`config.mk`:
```
export PLATFORM = sky130hd
export DESIGN_NAME = alu181_core
export DESIGN_NICKNAME = d
export VERILOG_FILES = /design/src/rtl/alu181_pkg.sv /design/src/rtl/alu181_operand_mask.sv /design/src/rtl/alu181_gp_stage.sv /design/src/rtl/alu181_cla_slice.sv /design/src/rtl/alu181_core.sv
export SDC_FILE = /design/constraint.sdc
export NUM_CORES = 1
export LEC_CHECK = 0
export BUFFER_PORTS_ARGS = -buffer_cell sky130_fd_sc_hd__buf_2
export CAP_MARGIN = 20
export CORE_ASPECT_RATIO = 1.1
export CORE_MARGIN = 10
export CORE_UTILIZATION = 49
export DETAILED_ROUTE_END_ITERATION = 16
export GPL_TIMING_DRIVEN = 1
export PLACE_DENSITY = 0.8
export SYNTH_ARGS = -nofsm -noshare
export SYNTH_HDL_FRONTEND = slang
export SYNTH_HIERARCHICAL = 1
export SYNTH_SLANG_ARGS = --single-unit
```
`constraint.sdc`:
```
create_clock -name clk -period 2.2 [get_ports clk]
set_clock_uncertainty 0.05 [all_clocks]
set_input_delay 0.22 -clock clk [delete_from_list [all_inputs] [get_ports clk]]
set_output_delay 0.22 -clock clk [all_outputs]
set_load 0.02 [all_outputs]
```
`src/rtl/alu181_pkg.sv`:
```
package alu181_pkg;

  // Bit positions inside the function select that enable each operand term
  localparam int SELB_V_AB  = 0;  // V gets A & B
  localparam int SELB_V_ANB = 1;  // V gets A & ~B
  localparam int SELB_U_B   = 2;  // U gets | B
  localparam int SELB_U_NB  = 3;  // U gets | ~B

  typedef enum logic [3:0] {
    SEL_PASS   = 4'd0,
    SEL_DOUBLE = 4'd3,
    SEL_ADD    = 4'd5,
    SEL_SUBM1  = 4'd10,
    SEL_MINUS1 = 4'd12,
    SEL_DEC    = 4'd15
  } alu_sel_e;

endpackage

```
`src/rtl/alu181_operand_mask.sv`:
```
module alu181_operand_mask #(
  parameter int W         = 8,
  parameter int MASK_BITS = 2
) (
  input  logic [W-1:0] a_in,
  input  logic         arith,
  input  logic         mask_en,
  output logic [W-1:0] a_out
);
  localparam int LOW_TOP = W - MASK_BITS;

  logic kill;
  assign kill = arith & mask_en;

  for (genvar i = 0; i < W; i++) begin : g_bit
    if (i >= LOW_TOP) begin : g_masked
      assign a_out[i] = a_in[i] & ~kill;
    end else begin : g_plain
      assign a_out[i] = a_in[i];
    end
  end
endmodule

```
`src/rtl/alu181_gp_stage.sv`:
```
module alu181_gp_stage
  import alu181_pkg::*;
#(
  parameter int W = 8
) (
  input  logic [W-1:0] a,
  input  logic [W-1:0] b,
  input  logic [3:0]   sel,
  input  logic         logic_mode,
  output logic [W-1:0] gen,
  output logic [W-1:0] xp
);
  for (genvar i = 0; i < W; i++) begin : g_bit
    logic u_term;
    logic v_term;
    logic half_sum;

    // U always covers V, so U & ~V is the exclusive-or of the two addends
    assign u_term   = a[i] | (sel[SELB_U_B] & b[i]) | (sel[SELB_U_NB] & ~b[i]);
    assign v_term   = (sel[SELB_V_AB] & a[i] & b[i]) | (sel[SELB_V_ANB] & a[i] & ~b[i]);
    assign half_sum = u_term & ~v_term;

    // Logic family: replace the would-be carry vector with A itself
    assign xp[i]  = logic_mode ? (half_sum ^ a[i]) : half_sum;
    assign gen[i] = logic_mode ? 1'b0 : v_term;
  end
endmodule

```
`src/rtl/alu181_cla_slice.sv`:
```
module alu181_cla_slice #(
  parameter int N = 4
) (
  input  logic [N-1:0] gen,
  input  logic [N-1:0] prop,
  input  logic         c_in,
  output logic [N-1:0] c_bit,
  output logic         grp_g,
  output logic         grp_p
);
  // Every carry is a flat sum of products over gen/prop and c_in
  always_comb begin : la_calc
    logic acc;
    logic term;
    for (int k = 0; k < N; k++) begin
      term = c_in;
      for (int m = 0; m < k; m++) term = term & prop[m];
      acc = term;
      for (int j = 0; j < k; j++) begin
        term = gen[j];
        for (int m = j + 1; m < k; m++) term = term & prop[m];
        acc = acc | term;
      end
      c_bit[k] = acc;
    end

    acc = 1'b0;
    for (int j = 0; j < N; j++) begin
      term = gen[j];
      for (int m = j + 1; m < N; m++) term = term & prop[m];
      acc = acc | term;
    end
    grp_g = acc;
    grp_p = &prop;
  end
endmodule

```
`src/rtl/alu181_core.sv`:
```
module alu181_core #(
  parameter int WIDTH     = 8,
  parameter int SLICE_W   = 4,
  parameter int MASK_BITS = 2
) (
  input  logic             clk,
  input  logic             rst,
  input  logic [WIDTH-1:0] op_a,
  input  logic [WIDTH-1:0] op_b,
  input  logic [3:0]       fn_sel,
  input  logic             logic_mode,
  input  logic             mask_hi,
  input  logic             carry_in,
  output logic [WIDTH-1:0] result,
  output logic             carry_out
);
  localparam int N_SLICES = WIDTH / SLICE_W;

  logic [WIDTH-1:0]    a_eff;
  logic [WIDTH-1:0]    gen;
  logic [WIDTH-1:0]    xp;
  logic [WIDTH-1:0]    carries;
  logic [N_SLICES-1:0] slice_g;
  logic [N_SLICES-1:0] slice_p;
  logic [N_SLICES-1:0] slice_cin;
  logic                all_g;
  logic                all_p;
  logic [WIDTH-1:0]    sum_d;
  logic                cout_d;

  alu181_operand_mask #(.W(WIDTH), .MASK_BITS(MASK_BITS)) u_mask (
    .a_in    (op_a),
    .arith   (~logic_mode),
    .mask_en (mask_hi),
    .a_out   (a_eff)
  );

  alu181_gp_stage #(.W(WIDTH)) u_gp (
    .a          (a_eff),
    .b          (op_b),
    .sel        (fn_sel),
    .logic_mode (logic_mode),
    .gen        (gen),
    .xp         (xp)
  );

  for (genvar s = 0; s < N_SLICES; s++) begin : g_slice
    alu181_cla_slice #(.N(SLICE_W)) u_cla (
      .gen   (gen[s*SLICE_W +: SLICE_W]),
      .prop  (xp[s*SLICE_W +: SLICE_W]),
      .c_in  (slice_cin[s]),
      .c_bit (carries[s*SLICE_W +: SLICE_W]),
      .grp_g (slice_g[s]),
      .grp_p (slice_p[s])
    );
  end

  // Second lookahead level: one carry-in per slice from group terms
  alu181_cla_slice #(.N(N_SLICES)) u_grp (
    .gen   (slice_g),
    .prop  (slice_p),
    .c_in  (carry_in),
    .c_bit (slice_cin),
    .grp_g (all_g),
    .grp_p (all_p)
  );

  assign sum_d  = xp ^ carries;
  assign cout_d = all_g | (all_p & carry_in);

  always_ff @(posedge clk) begin
    if (rst) begin
      result    <= '0;
      carry_out <= 1'b0;
    end else begin
      result    <= sum_d;
      carry_out <= cout_d;
    end
  end
endmodule

```
# Word level (Yosys, flattened, before mapping)
# Cells that the tools add are included.
[totals]
ff_bits = 9
input_bits = 25
[classes]
muxes = 16
bitwise = 152
reduce_logical = 3
[op_table]
columns = ["operator", "count"]
rows = [
  ["$and 1x1->1", 80],
  ["$or 1x1->1", 45],
  ["$not 1->1", 18],
  ["$mux 1", 16],
  ["$reduce_and 4->1", 2],
  ["$reduce_and 8->1", 1],
  ["$xor 1x1->1", 8],
  ["$xor 8x8->8", 1],
]

# Depth between registers and ports, before layout
[depth]
word_depth = 21
ltp_mapped = 12
ltp_nobuf = 11

# Modules after synthesis
# The synthesis kept the hierarchy.
[modules_own_cells]
columns = ["module", "n_inst", "cells_each", "area_per_inst_um2", "seq_area_each_um2"]
rows = [
  ["alu181_gp_stage", 1, 51, 454.2, 0.0],
  ["alu181_core", 1, 29, 304.0, 180.2],
  ["alu181_cla_slice (g_slice[0].u_cla ...)", 2, 13, 67.6, 0.0],
  ["alu181_operand_mask", 1, 8, 60.1, 0.0],
  ["alu181_cla_slice (u_grp)", 1, 4, 28.8, 0.0],
]

# Least setup slack after synthesis
# No wires, ideal clock.
[synth_path]
path_kind = "input to register"
from = "input fn_sel[0]"
to = "register result[7]"
setup_time_ns = 0.115
t_arrival_ns = 1.809
required_time_ns = 2.035
path_slack_ns = 0.226
path_stages = 11
cell_sequence = "buf_4 -> mux2i_1 -> nor3b_2 -> nor3_1 -> nand2_1 -> o21ai_0 -> a21o_1 -> a21oi_2 -> o21ai_0 -> xnor2_1 -> nor2_1"
[synth_via]
elab_cells_between_ends = 85
[synth_lines]
columns = ["item", "line", "rtl"]
rows = [
  ["start, declared", "alu181_core.sv:10", "input logic [3:0] fn_sel,"],
  ["$and 1x1->1 (2 in series)", "alu181_gp_stage.sv:20", "assign v_term = (sel[SELB_V_AB] & a[i] & b[i]) | (sel[SELB_V_ANB] & a[i] & ~b[i]);"],
  ["$or 1x1->1", "alu181_gp_stage.sv:20", ""],
  ["$mux 1", "alu181_gp_stage.sv:25", "assign gen[i] = logic_mode ? 1'b0 : v_term;"],
  ["named net gen[2]", "alu181_core.sv:20", "logic [WIDTH-1:0] gen;"],
  ["$and 1x1->1", "alu181_cla_slice.sv:30", "for (int m = j + 1; m < N; m++) term = term & prop[m];"],
  ["$or 1x1->1 (2 in series)", "alu181_cla_slice.sv:31", "acc = acc | term;"],
  ["named net slice_g[0]", "alu181_core.sv:23", "logic [N_SLICES-1:0] slice_g;"],
  ["$or 1x1->1", "alu181_cla_slice.sv:22", "acc = acc | term;"],
  ["named net slice_cin[1]", "alu181_core.sv:25", "logic [N_SLICES-1:0] slice_cin;"],
  ["$and 1x1->1 (3 in series)", "alu181_cla_slice.sv:17", "for (int m = 0; m < k; m++) term = term & prop[m];"],
  ["$or 1x1->1 (3 in series)", "alu181_cla_slice.sv:22", ""],
  ["named net carries[7]", "alu181_core.sv:22", "logic [WIDTH-1:0] carries;"],
  ["$xor 8x8->8", "alu181_core.sv:68", "assign sum_d = xp ^ carries;"],
  ["end signal, assigned", "alu181_core.sv:76", "result <= sum_d;"],
  ["end, declared", "alu181_core.sv:14", "output logic [WIDTH-1:0] result,"],
]
# The timed path passes the listed nets, and every way through them passes these cells.
# A chain may end at the register's enable or synchronous reset.

# Worst setup path in the final report
[layout_path]
from = "input op_b[2]"
to = "register result[7]"
[layout_via]
elab_cells_between_ends = 31
[layout_lines]
columns = ["item", "line", "rtl"]
rows = [
  ["start, declared", "alu181_core.sv:9", "input logic [WIDTH-1:0] op_b,"],
  ["$not 1->1", "alu181_gp_stage.sv:20", ""],
  ["$and 1x1->1", "alu181_gp_stage.sv:20", ""],
  ["$or 1x1->1 *", "alu181_gp_stage.sv:20", ""],
  ["$mux 1 *", "alu181_gp_stage.sv:25", ""],
  ["named net gen[2]", "alu181_core.sv:20", ""],
  ["$and 1x1->1 *", "alu181_cla_slice.sv:30", ""],
  ["$or 1x1->1 * (2 in series)", "alu181_cla_slice.sv:31", ""],
  ["named net slice_g[0]", "alu181_core.sv:23", ""],
  ["$or 1x1->1 *", "alu181_cla_slice.sv:22", ""],
  ["named net slice_cin[1]", "alu181_core.sv:25", ""],
  ["$and 1x1->1 * (3 in series)", "alu181_cla_slice.sv:17", ""],
  ["$or 1x1->1 * (3 in series)", "alu181_cla_slice.sv:22", ""],
  ["named net carries[7]", "alu181_core.sv:22", ""],
  ["$xor 8x8->8 *", "alu181_core.sv:68", ""],
]
# The timed path passes the listed nets; every way through them passes the cells marked *.

==> reports/metrics.csv <==
metric;value;unit
cts_root_buffer;clkbuf_4;
crit_family;compound AO/OA/AOI/OAI gates;
finalMaxSlewViolations;0;
synth_top_area_share;0.183;
drv_cap;0;
end_kind;register;
finalSetupTns;0;ps
drive_gt1_frac;0.444;
core_area;1840;um2
drcViolationCount;0;
status;finished clean;
diodes;0;
synth_common_cells;nor2_1, buf_4, dfxtp_1;
num_vias;874;
stdcell_count;171;
post-synth-top-count-cell;nor2_1;
htree_num_levels;1;
grt_pass1_vias;861;
fmax;523;MHz
fin_crit_sh;0.869;
antenna_found_initial;0;
crit_top_cell;o21ai_0;
drt_iter0_drc;14;
dieArea;4200;um2
critPathRequiredTime;2290;ps
placed_cells;167;
criticalPathCategory;input port to register;
cts_tree;built;
cp-start-kind;input port;
wl_per_cell;12.0;um
cts_sinks;9;
cp.depth;11;
dr.pass1.iters;4;
syn-mean-instance-area;8.32;um2
die_h;67.0;um
viasPerCell;5.11;
rsz0062_at_grt;no;
max_stage_delay;370;ps
cpMaxStageDelayCell;nor3_1;
grt_max_degree;18;
grt_pass1_wl;3.53;mm
worstPathMaxFanout;3;
worstHoldPathCells;2;
finalCriticalPeriod;1910;ps
synth_cell_types;24;
fill_cells;176;
peakVddDrop;0.209;mV
synthArstFlopShare;0;
relSlewSlack;0.731;
ctsHoldBuffers;0;
p_leak;0.528;nW
arrival;2010;ps
clock_path_buffers;2;
p_per_area;504;nW/um2
cts-buffers-inserted;3;
power;0.562;mW
cts.clk_slew.worst_paths;50;ps
nNetsFinal;170;
synth_ff_type;dfxtp_1;
crit_chain;buf_2, mux2i_1, nor3b_2, nor3_1, nand2_1, o21ai_0, a21o_1, a21oi_2, o21ai_0, xnor2_1, nor2_1;
hpwl;1.80;mm
hold_path_class;input port to register;
wirelength;2.05;mm
die_x;62.7;um
post_cts_buffers;0;
grt.total_usage;0.0989;
hold_viol;0;
yosysSeqAreaShare;0.183;
rows;16;
place.gp.congestion;0.811;
yosysTopAreaCell;dfxtp_1;
setup_viol;0;
ys_ff_latch;9;
grt-ovfl-total;0;
crit_buf_inv;1;
initial_core_util;0.533;
ios;34;
syn_nets;143;
ant_nets;0;
worst_slew_pin_slew;401;ps
synthCells;118;
syn_area;982;um2
synth-edff-count;0;
syn_to_final_growth;13.5;%
ys_warn_count;6;
port-buffer-count;33;
post_cts_resized;0;
synth_top_cells_by_area;dfxtp_1, nor3b_2, mux2i_1;
[cells by family after synthesis]
family / after synthesis / share of synthesized area
DFF: 9 / 0.183
muxes: 8 / 0.0815
AOI/OAI and AO/OA: 27 / 0.181
and+or+nand+nor: 50 / 0.362
xor gates and xnor gates: 8 / 0.0713
buffers and inverters: 16 / 0.121
[through the flow]
stage / setup slack, ps / cell area [um2] / utilization / hold slack (ps)
finish: 288 / 1110 / 0.605 / 184
global route: 102 / 1110 / 0.605 / 200
global placement: 114 / 1090 / 0.591 / 446
detailed placement: 36.9 / 1090 / 0.591 / 449
floorplan: 226 / 982 / - / 306
CTS: 308 / 1110 / 0.605 / 173
[cell type report]
type	count	area, um2	share of cell area
tap	27	33.8	0.0303
multi-input combinational	93	683	0.613
timing repair buffer	35	180	0.162
sequential	9	180	0.162
clock buffer	4	26.3	0.0236
inverter	3	11.3	0.0101
[placed cells by master (no fill, tap or decap), drive strengths merged]
cell,n
nor3b,8
nand2,6
and2,1
a21o,4
a21oi,9
dfxtp,9
and3,8
a21boi,2
clkbuf,4
xnor2,8
and2b,1
nor2,11
nor3,8
buf,35
mux2i,8
inv,3
o21ai,4
nor2b,7
a211oi,8
[state kept, by name, indices dropped and copies added, names as in the netlist]
register   flops
result         8
carry_out      1
[metal layers]
layer	GRT usage	up-vias	wire, um
li1	-	458	-
met1	0.115	385	942
met2	0.162	29	967
met3	0.0251	2	133
met4	0.0587	0	8
met5	0	-	0
[path summary, 6_finish.rpt]
check | startpoint | end | slack (ps)
worst max-delay path | op_b[2] | result[7] | 290
worst min-delay path | rst | result[0] | 180
[power breakdown]
group	leakage, nW	internal [mW]	switching, mW
sequential	0.0749	0.185	0.00393
combinational	0.438	0.111	0.142
clock	0.0150	0.0694	0.0501
(Power assumes the default switching activity.)
